### src/rtl/pll_cfg_pkg.sv
`timescale 1ns/1ps
package pll_cfg_pkg;

  typedef enum logic [1:0] {
    ST_STANDBY = 2'd0,
    ST_LOCKING = 2'd1,
    ST_STREAM  = 2'd2
  } seq_state_t;

  localparam logic [2:0] SEL_PREDIV  = 3'd0;
  localparam logic [2:0] SEL_MULT    = 3'd1;
  localparam logic [2:0] SEL_SYSDIV  = 3'd2;
  localparam logic [2:0] SEL_PIXDIV  = 3'd3;
  localparam logic [2:0] SEL_SIGMODE = 3'd4;
  localparam logic [2:0] SEL_FORMAT  = 3'd5;

  localparam int PIXDIV_8BIT  = 8;
  localparam int PIXDIV_10BIT = 10;

endpackage

### src/rtl/pll_rst_sync.sv
`timescale 1ns/1ps
module pll_rst_sync #(
  parameter int STAGES = 2
) (
  input  logic clk,
  input  logic rst_n_in,
  output logic rst_n_out
);

  logic [STAGES-1:0] sync_q;
  logic [STAGES-1:0] sync_d;

  always_comb begin
    sync_d = {sync_q[STAGES-2:0], 1'b1};
  end

  always_ff @(posedge clk or negedge rst_n_in) begin
    if (!rst_n_in) begin
      sync_q <= '0;
    end else begin
      sync_q <= sync_d;
    end
  end

  assign rst_n_out = sync_q[STAGES-1];

endmodule

### src/rtl/pll_cfg_regs.sv
`timescale 1ns/1ps
module pll_cfg_regs
  import pll_cfg_pkg::*;
#(
  parameter int DIV_W    = 8,
  parameter int MULT_W   = 12,
  parameter int DATA_W   = 16,
  parameter int MULT_RST = 32
) (
  input  logic              clk,
  input  logic              rst_n,
  input  logic              wr_en,
  input  logic [2:0]        wr_sel,
  input  logic [DATA_W-1:0] wr_data,
  input  logic              accept,
  output logic [DIV_W-1:0]  eff_prediv,
  output logic [MULT_W-1:0] eff_mult,
  output logic [DIV_W-1:0]  eff_sysdiv,
  output logic [DIV_W-1:0]  eff_pixdiv,
  output logic              sig_strobe,
  output logic              fmt_8bit,
  output logic              wr_err,
  output logic              cfg_err
);

  localparam int NDIV = 3;
  localparam logic [2:0] DIV_SEL [NDIV] = '{SEL_PREDIV, SEL_SYSDIV, SEL_PIXDIV};
  localparam logic [DIV_W-1:0] PIX8  = DIV_W'(PIXDIV_8BIT);
  localparam logic [DIV_W-1:0] PIX10 = DIV_W'(PIXDIV_10BIT);

  logic wr_ok;
  logic wr_bad;
  logic unused_wr_bits;

  logic [DIV_W-1:0]  div_q  [NDIV];
  logic [DIV_W-1:0]  div_d  [NDIV];
  logic [NDIV-1:0]   div_we;
  logic [MULT_W-1:0] mult_q, mult_d;
  logic              mult_we;
  logic              sig_q, sig_d, sig_we;
  logic              fmt_q, fmt_d, fmt_we;
  logic              err_q, err_d;

  assign unused_wr_bits = ^wr_data;

  always_comb begin
    wr_ok  = wr_en && accept;
    wr_bad = wr_en && !accept;
  end

  genvar g;
  generate
    for (g = 0; g < NDIV; g++) begin : g_div
      always_comb begin
        div_we[g] = wr_ok && (wr_sel == DIV_SEL[g]);
        div_d[g]  = wr_data[DIV_W-1:0];
      end
      always_ff @(posedge clk or negedge rst_n) begin
        if (!rst_n) begin
          div_q[g] <= '0;
        end else if (div_we[g]) begin
          div_q[g] <= div_d[g];
        end
      end
    end
  endgenerate

  always_comb begin
    mult_we = wr_ok && (wr_sel == SEL_MULT);
    mult_d  = wr_data[MULT_W-1:0];
    sig_we  = wr_ok && (wr_sel == SEL_SIGMODE);
    sig_d   = wr_data[0];
    fmt_we  = wr_ok && (wr_sel == SEL_FORMAT);
    fmt_d   = wr_data[0];
    err_d   = err_q || wr_bad;
  end

  always_ff @(posedge clk or negedge rst_n) begin
    if (!rst_n) begin
      mult_q <= MULT_W'(MULT_RST);
    end else if (mult_we) begin
      mult_q <= mult_d;
    end
  end

  always_ff @(posedge clk or negedge rst_n) begin
    if (!rst_n) begin
      sig_q <= 1'b0;
    end else if (sig_we) begin
      sig_q <= sig_d;
    end
  end

  always_ff @(posedge clk or negedge rst_n) begin
    if (!rst_n) begin
      fmt_q <= 1'b0;
    end else if (fmt_we) begin
      fmt_q <= fmt_d;
    end
  end

  always_ff @(posedge clk or negedge rst_n) begin
    if (!rst_n) begin
      err_q <= 1'b0;
    end else begin
      err_q <= err_d;
    end
  end

  // Data/strobe signalling runs the serializer clock at half rate.
  always_comb begin
    if (sig_q) begin
      eff_mult = {1'b0, mult_q[MULT_W-1:1]};
    end else begin
      eff_mult = mult_q;
    end
    eff_prediv = div_q[0];
    eff_sysdiv = div_q[1];
    eff_pixdiv = div_q[2];
    sig_strobe = sig_q;
    fmt_8bit   = fmt_q;
    wr_err     = err_q;
    cfg_err    = fmt_q ? (div_q[2] != PIX8) : (div_q[2] != PIX10);
  end

  AST_IGNORED_WR: assert property (@(posedge clk) disable iff (!rst_n)
    wr_bad |=> ($stable(mult_q) && $stable(sig_q) && $stable(fmt_q) &&
                $stable(div_q[0]) && $stable(div_q[1]) && $stable(div_q[2])));

  AST_ERR_STICKY: assert property (@(posedge clk) disable iff (!rst_n)
    err_q |=> err_q);

  AST_BAD_WR_FLAGS: assert property (@(posedge clk) disable iff (!rst_n)
    wr_bad |=> err_q);

endmodule

### src/rtl/pll_lock_timer.sv
`timescale 1ns/1ps
module pll_lock_timer #(
  parameter int LOCK_CYCLES = 6750
) (
  input  logic clk,
  input  logic rst_n,
  input  logic run,
  output logic done
);

  localparam int CNT_W = $clog2(LOCK_CYCLES);
  localparam logic [CNT_W-1:0] LAST = CNT_W'(LOCK_CYCLES - 1);

  logic [CNT_W-1:0] cnt_q, cnt_d;
  logic             at_last;

  always_comb begin
    at_last = (cnt_q == LAST);
    if (!run) begin
      cnt_d = '0;
    end else if (!at_last) begin
      cnt_d = cnt_q + 1'b1;
    end else begin
      cnt_d = cnt_q;
    end
  end

  always_ff @(posedge clk or negedge rst_n) begin
    if (!rst_n) begin
      cnt_q <= '0;
    end else begin
      cnt_q <= cnt_d;
    end
  end

  assign done = run && at_last;

  AST_CNT_RANGE: assert property (@(posedge clk) disable iff (!rst_n)
    cnt_q <= LAST);

  AST_CNT_CLEAR: assert property (@(posedge clk) disable iff (!rst_n)
    !run |=> (cnt_q == '0));

endmodule

### src/rtl/pll_seq_fsm.sv
`timescale 1ns/1ps
module pll_seq_fsm
  import pll_cfg_pkg::*;
(
  input  logic clk,
  input  logic rst_n,
  input  logic stream_req,
  input  logic lock_done,
  output logic in_standby,
  output logic timer_run,
  output logic pll_en,
  output logic pll_locked,
  output logic stream_active
);

  seq_state_t state_q, state_d;

  always_comb begin
    state_d = state_q;
    unique case (state_q)
      ST_STANDBY: if (stream_req) state_d = ST_LOCKING;
      ST_LOCKING: begin
        if (!stream_req)    state_d = ST_STANDBY;
        else if (lock_done) state_d = ST_STREAM;
      end
      ST_STREAM:  if (!stream_req) state_d = ST_STANDBY;
      default:    state_d = ST_STANDBY;
    endcase
  end

  always_ff @(posedge clk or negedge rst_n) begin
    if (!rst_n) begin
      state_q <= ST_STANDBY;
    end else begin
      state_q <= state_d;
    end
  end

  always_comb begin
    in_standby    = (state_q == ST_STANDBY);
    timer_run     = (state_q == ST_LOCKING);
    pll_en        = (state_q != ST_STANDBY);
    pll_locked    = (state_q == ST_STREAM);
    stream_active = (state_q == ST_STREAM);
  end

  AST_STATE_LEGAL: assert property (@(posedge clk) disable iff (!rst_n)
    state_q != seq_state_t'(2'd3));

  AST_REQ_ENABLES: assert property (@(posedge clk) disable iff (!rst_n)
    (in_standby && stream_req) |=> pll_en);

endmodule

### src/rtl/pll_cfg_seq.sv
`timescale 1ns/1ps
module pll_cfg_seq
  import pll_cfg_pkg::*;
#(
  parameter int DIV_W       = 8,
  parameter int MULT_W      = 12,
  parameter int DATA_W      = 16,
  parameter int MULT_RST    = 32,
  parameter int LOCK_CYCLES = 6750
) (
  input  logic              clk,
  input  logic              rst_n,
  input  logic              wr_en,
  input  logic [2:0]        wr_sel,
  input  logic [DATA_W-1:0] wr_data,
  input  logic              stream_req,
  output logic [DIV_W-1:0]  eff_prediv,
  output logic [MULT_W-1:0] eff_mult,
  output logic [DIV_W-1:0]  eff_sysdiv,
  output logic [DIV_W-1:0]  eff_pixdiv,
  output logic              sig_strobe,
  output logic              fmt_8bit,
  output logic              pll_en,
  output logic              pll_locked,
  output logic              stream_active,
  output logic              wr_err,
  output logic              cfg_err
);

  logic rst_n_int;
  logic in_standby;
  logic timer_run;
  logic lock_done;

  pll_rst_sync #(.STAGES(2)) u_rst (
    .clk       (clk),
    .rst_n_in  (rst_n),
    .rst_n_out (rst_n_int)
  );

  pll_cfg_regs #(
    .DIV_W    (DIV_W),
    .MULT_W   (MULT_W),
    .DATA_W   (DATA_W),
    .MULT_RST (MULT_RST)
  ) u_regs (
    .clk        (clk),
    .rst_n      (rst_n_int),
    .wr_en      (wr_en),
    .wr_sel     (wr_sel),
    .wr_data    (wr_data),
    .accept     (in_standby),
    .eff_prediv (eff_prediv),
    .eff_mult   (eff_mult),
    .eff_sysdiv (eff_sysdiv),
    .eff_pixdiv (eff_pixdiv),
    .sig_strobe (sig_strobe),
    .fmt_8bit   (fmt_8bit),
    .wr_err     (wr_err),
    .cfg_err    (cfg_err)
  );

  pll_lock_timer #(.LOCK_CYCLES(LOCK_CYCLES)) u_timer (
    .clk   (clk),
    .rst_n (rst_n_int),
    .run   (timer_run),
    .done  (lock_done)
  );

  pll_seq_fsm u_fsm (
    .clk           (clk),
    .rst_n         (rst_n_int),
    .stream_req    (stream_req),
    .lock_done     (lock_done),
    .in_standby    (in_standby),
    .timer_run     (timer_run),
    .pll_en        (pll_en),
    .pll_locked    (pll_locked),
    .stream_active (stream_active)
  );

  AST_LOCK_WAIT: assert property (@(posedge clk) disable iff (!rst_n_int)
    $rose(stream_active) |-> $past(lock_done));

  AST_EN_COVERS_STREAM: assert property (@(posedge clk) disable iff (!rst_n_int)
    stream_active |-> pll_en);

  AST_STREAM_DROP: assert property (@(posedge clk) disable iff (!rst_n_int)
    !stream_req |=> (!stream_active && !pll_locked && !pll_en));

endmodule

### config.mk
export PLATFORM = sky130hd
export DESIGN_NAME = pll_cfg_seq
export DESIGN_NICKNAME = d
export VERILOG_FILES = /design/src/rtl/pll_cfg_pkg.sv /design/src/rtl/pll_rst_sync.sv /design/src/rtl/pll_cfg_regs.sv /design/src/rtl/pll_lock_timer.sv /design/src/rtl/pll_seq_fsm.sv /design/src/rtl/pll_cfg_seq.sv
export SDC_FILE = /design/constraint.sdc
export NUM_CORES = 1
export LEC_CHECK = 0
export ABC_AREA = 0
export BUFFER_PORTS_ARGS = -buffer_cell sky130_fd_sc_hd__buf_4
export CAP_MARGIN = 20
export CELL_PAD_IN_SITES_DETAIL_PLACEMENT = 1
export CELL_PAD_IN_SITES_GLOBAL_PLACEMENT = 1
export CORE_MARGIN = 10
export CORE_UTILIZATION = 41
export DETAILED_ROUTE_END_ITERATION = 12
export PLACE_DENSITY_LB_ADDON = 0.1
export SYNTH_ARGS = -nofsm -noshare
export SYNTH_HDL_FRONTEND = slang
export SYNTH_SLANG_ARGS = --single-unit
export TNS_END_PERCENT = 50
### constraint.sdc
create_clock -name clk -period 2 [get_ports clk]
set_input_delay 0.1 -clock clk [delete_from_list [all_inputs] [get_ports clk]]
set_output_delay 0.1 -clock clk [all_outputs]
set_load 0.02 [all_outputs]
# Yosys cells after proc, flatten, opt, wreduce, memory -nomap -nowiden
# Index checks and enable logic that the tools add are counted.
[classes] n_div=0 magnitude_cmp=0 n_reduce_logical=15 n_mux=9 shift=0 eq_ne=14 multipliers=0 bitwise=0 n_addsub=1
[ops] cell="$mux W13" n=2
[ops] cell="$ne A8 B4 Y1 const B" n=2
[ops] cell="$add A13 B1 Y13 const B" n=1
[ops] cell="$eq A13 B13 Y1 const B" n=1
[ops] cell="$mux W12" n=1
[ops] cell="$logic_and A1 B1 Y1" n=9
[ops] cell="$mux W2" n=4
[ops] cell="$eq A3 B2 Y1 const B" n=2
[ops] cell="$eq A3 B3 Y1 const B" n=2
[ops] cell="$ne A2 B2 Y1 const B" n=3
[ops] cell="$pmux W2 S3" n=1
[ops] cell="$eq A3 B1 Y1 const B" n=1
[ops] cell="$logic_not A3 Y1" n=1
[ops] cell="$ne A3 B3 Y1 const B" n=1
[ops] cell="$reduce_and A3 Y1" n=1
[ops] cell="$eq A2 B1 Y1 const B" n=1
[ops] cell="$eq A2 B2 Y1 const B" n=1
[ops] cell="$logic_not A2 Y1" n=1
[ops] cell="$reduce_bool A2 Y1" n=1
[ops] cell="$logic_not A1 Y1" n=1
[ops] cell="$logic_or A1 B1 Y1" n=1
[ops] cell="$mux W1" n=1
[totals] memories=0 word_cells=49 latchBits=0 ff_bits=56 mem_bits_rw=0 output_inout_bits=43 inputBits=23 rom_bits=0

# Longest topological paths before layout
[logic_depth] ltp_word=5 mapped_depth=5 ltp_nobuf=5

# Cells and area by module
# A second synthesis with hierarchy kept.
[unflattened] hier_cells=201 area_unflattened_um2=2630.0
[modules_own_cells] module="pll_cfg_regs" cells_each=109 area_each_um2=1694.1 seq_area_each_um2=977.2 instances=1
[modules_own_cells] module="pll_lock_timer" cells_each=78 area_each_um2=764.5 seq_area_each_um2=325.3 instances=1
[modules_own_cells] module="pll_seq_fsm" cells_each=11 area_each_um2=117.6 seq_area_each_um2=50.0 instances=1
[modules_own_cells] module="pll_rst_sync" cells_each=3 area_each_um2=53.8 seq_area_each_um2=50.0 instances=1

# Worst setup path after synthesis
# Ideal clock, no wire load.
[synth_timing] path_kind="register to register" from="register u_timer.cnt_q[1]" to="register u_timer.cnt_q[1]" synth_period_minus_slack_ns=1.751 setup_slack_ns=0.249 setup_ns=0.094 t_required_ns=1.906 arrival_time_ns=1.657 n_path_buf=0 stages_incl_launch_ff=6 path_cell_list="dfrtp_1 > inv_1 > ha_1 > or4b_4 > or3_4 > a211oi_1"
[synth_via] elab_chain_cells=3 word_cells_on_any_way=5 cone_classes="1 x add/sub; 2 x eq/ne; 2 x mux"
[synth_lines] item="start: declaration" line="pll_lock_timer.sv:14" rtl="logic [CNT_W-1:0] cnt_q, cnt_d;"
[synth_lines] item="start signal: assignment" line="pll_lock_timer.sv:32" rtl="cnt_q <= cnt_d;"
[synth_lines] item="$add A13 B1 Y13" line="pll_lock_timer.sv:22" rtl="cnt_d = cnt_q + 1'b1;"
[synth_lines] item="$mux W13" line="pll_lock_timer.sv:21" rtl="end else if (!at_last) begin"
[synth_lines] item="$mux W13" line="pll_lock_timer.sv:19" rtl="if (!run) begin"
# Several ways; a longest one is shown, not always the timed one. The select of a mux whose other input is x is not followed.
# A chain may end at the register's enable or synchronous reset.

# Worst setup path after layout
# Ends and elaborated chain as after synthesis.

==> results.cfg <==
[power]
seqPwrFrac = 0.450
power_leakage_nw = 1.47
total_power_mw = 3.30
switching_share = 0.308
ir_drop_mv = 0.429
p_comb_frac = 0.307
powerDensity_nw_per_um2 = 1010
p_int_mw = 2.28
clkPwrFrac = 0.242
p_sw_mw = 1.02

[floorplanning]
die_w_um = 98.3
initial_utilization = 0.422
io_pins = 66
core_region_area_um2 = 5960
die_height_um = 98.3
dieArea_um2 = 9670
fp-row-count = 28

[clock_tree]
clk_latency_ps = 310
clock-sinks = 56
cts_buffer_depth = 2
cts_buffers = 5
cts_root_buf = clkbuf_8
path_clk_slew_ps = 100
cts_tree = yes
cts_setup_buffers = 0
cts.htree.levels = 2

[placement]
portBuffers = 61
dp_slack_ps = 141
globalplace.congestion = 0.762
place_area_um2 = 3110
dp.cells = 333
dp_hpwl_mm = 5.01

[timing]
fin_tns_setup_ps = 0
whs_ps = 15.8
slew-limit-headroom = 0.639
fin_crit_ps = 1820
hold_viol_final = 0
worst_slew_pin_slew_ps = 541
finalClockSkew_ps = 8.05
maxSlewViolCount = 0
finalSetupViolations = 0
fmax_mhz = 549
worst_slack_ps = 180
rsz0062_at_grt = false
min_period_over_period = 0.910

[detailed_routing]
drt_iter0_markers = 34
ant_nets = 0
vias_per_cell = 5.26
wl_per_cell_um = 18.9
drt-total-wl_mm = 6.48
vias = 1804
dr.pass1.iters = 4
drcViolationCount = 0

[finish]
final_common_cell = buf_4
final_util = 0.547
final_cell_mix = buf_4 (67), dfrtp_1 (54), mux2_2 (49)
antenna_cells = 0
nNetsFinal = 292
area_growth_pct = 29.4
num-fill-cells = 629
fin_cells = 343
fin_area_um2 = 3260
drive_above_1_share = 0.504

[yosys]
yosysUniqueCellTypes = 43
synth_area_leaders = dfrtp_1 (55%), mux2_2 (22%), nand2_1 (1.6%)
synth_top_area_cell = dfrtp_1
seq_area_frac_synth = 0.557
async_reset_ff_frac = 1.00
synth_top_area_frac = 0.547
synth-seq-cells = 56
avgSynthCellArea_um2 = 12.9
ys_warn_count = 0
synthCells = 195
synthFlopType = dfrtp_1
synthesis.area_um2 = 2520
synth-edff-count = 0
synthesis.nets = 220

[worst_setup_path]
rr_startpoint = u_timer.cnt_q[1]$_DFFE_PN0P_
r2r_setup_slack_ps = 180
arrival_ps = 2040
start_kind = flop
path_depth = 5
critical_path.endpoint_type = flop
crit_buf_inv = 1
worstReg2RegEnd = u_timer.cnt_q[1]$_DFFE_PN0P_
required_ps = 2220
crit_path_cell_trace = inv_1, ha_1, or4b_4, or3_4, a211oi_1
crit_family = simple AND/OR/NAND/NOR gates
worstSetupStartpoint = u_timer.cnt_q[1]$_DFFE_PN0P_
path_class = reg2reg
slowest_stage = or4b_4
endpoint = u_timer.cnt_q[1]$_DFFE_PN0P_
cpPeakStageDelay_ps = 490
ff2ff_path_depth = 5
cp_max_fo = 5

[global_route]
antenna_found_initial = 0
grt_max_degree = 36
grt_util_all_layers = 0.133
grt_pass1_vias = 1949
grt_pass1_wl_mm = 10.5
grt_overflow_total = 0

[outcome]
status = finished clean

[flow_run]
cap_viol_max_count = 0

[min_path]
min_path_type = in2reg
layout make-up:
type / instances / area (um2) / area share
sequential: 56 / 1400 / 0.431
multi-input combinational: 129 / 1070 / 0.329
timing repair buffer: 70 / 543 / 0.167
clock buffer: 7 / 96.3 / 0.0296
tap: 75 / 93.8 / 0.0288
clock inverter: 1 / 30.0 / 0.00922
inverter: 5 / 18.8 / 0.00576
state kept, by name, indices dropped and copies added, names as in the netlist:
signal and flops:
u_regs.wr_err 1, u_regs.sig_strobe 1, u_fsm.state_q 2, u_regs.eff_prediv 8
u_rst.sync_q 2, u_regs.mult_q 12, u_regs.eff_sysdiv 8, u_timer.cnt_q 13
u_regs.eff_pixdiv 8, u_regs.fmt_8bit 1
worst min path at each step:
stage / slack, ps / cells past startpoint / to / start
2_1_floorplan: -200 / 0 / u_rst.sync_q[0]$_DFF_PN0_ / rst_n
3_3_place_gp: -120 / 1 / u_rst.sync_q[0]$_DFF_PN0_ / rst_n
3_5_place_dp: -120 / 1 / u_rst.sync_q[0]$_DFF_PN0_ / rst_n
4_1_cts: 0.2 / 2 / u_regs.wr_err$_DFF_PN0_ / wr_en
5_1_grt: 0.09 / 2 / u_regs.mult_q[9]$_DFFE_PN0P_ / wr_data[9]
6_report: 20 / 2 / u_regs.mult_q[9]$_DFFE_PN0P_ / wr_data[9]
cell families (layout without fill, tap and decap cells):
family | Yosys count | in the layout | synth area share
fa+ha+maj | 2 | 2 | 0.00994
mux | 52 | 52 | 0.231
buf+inv | 10 | 83 | 0.0174
simple gates | 52 | 52 | 0.128
other cells | 1 | 1 | 0.00149
flops | 56 | 56 | 0.557
compound gates | 21 | 21 | 0.0512
xor+xnor | 1 | 1 | 0.00348
worst reg2reg max path: stages (launching register included):
cell and delay, ps:
dfrtp_1 390, inv_1 60, ha_1 120, or4b_4 490, or3_4 430, a211oi_1 240
metal layers:
| metal | routed length, um | up-vias | track usage |
|---|---|---|---|
| li1 | - | 854 | - |
| met1 | 2710 | 907 | 0.157 |
| met2 | 3400 | 37 | 0.229 |
| met3 | 299 | 6 | 0.0352 |
| met4 | 72 | 0 | 0.0397 |
| met5 | 0 | - | 0 |
power by group through the flow:
| stage | clock [mW] | sequential [mW] | combinational, mW |
|---|---|---|---|
| 6_report | 0.799 | 1.49 | 1.01 |
| 5_1_grt | 0.870 | 1.52 | 1.08 |
| 4_1_cts | 0.828 | 1.49 | 1.04 |
| 3_5_place_dp | 0 | 1.51 | 1.03 |
| 3_3_place_gp | 0 | 1.50 | 1.00 |
| 2_1_floorplan | 0 | 1.62 | 0.423 |
cell usage after synthesis (3+ instances only):
cell type  number
a21oi_1         5
inv_1           5
nand3_1         3
nor2b_1         3
nand2b_1        3
nand4_1         4
nor4_1          6
a31oi_1         3
mux2_2         49
mux2i_1         3
nand2_1        11
dfrtp_1        55
o21ai_0         6
nor3_1          3
what timing repair did:
item	CTS	global route
endpoints found under the setup margin	0	8
resized for setup	0	1
hold endpoints to repair	2	1
hold buffers	1	1
Note: power is estimated with default switching activity, not from simulation.
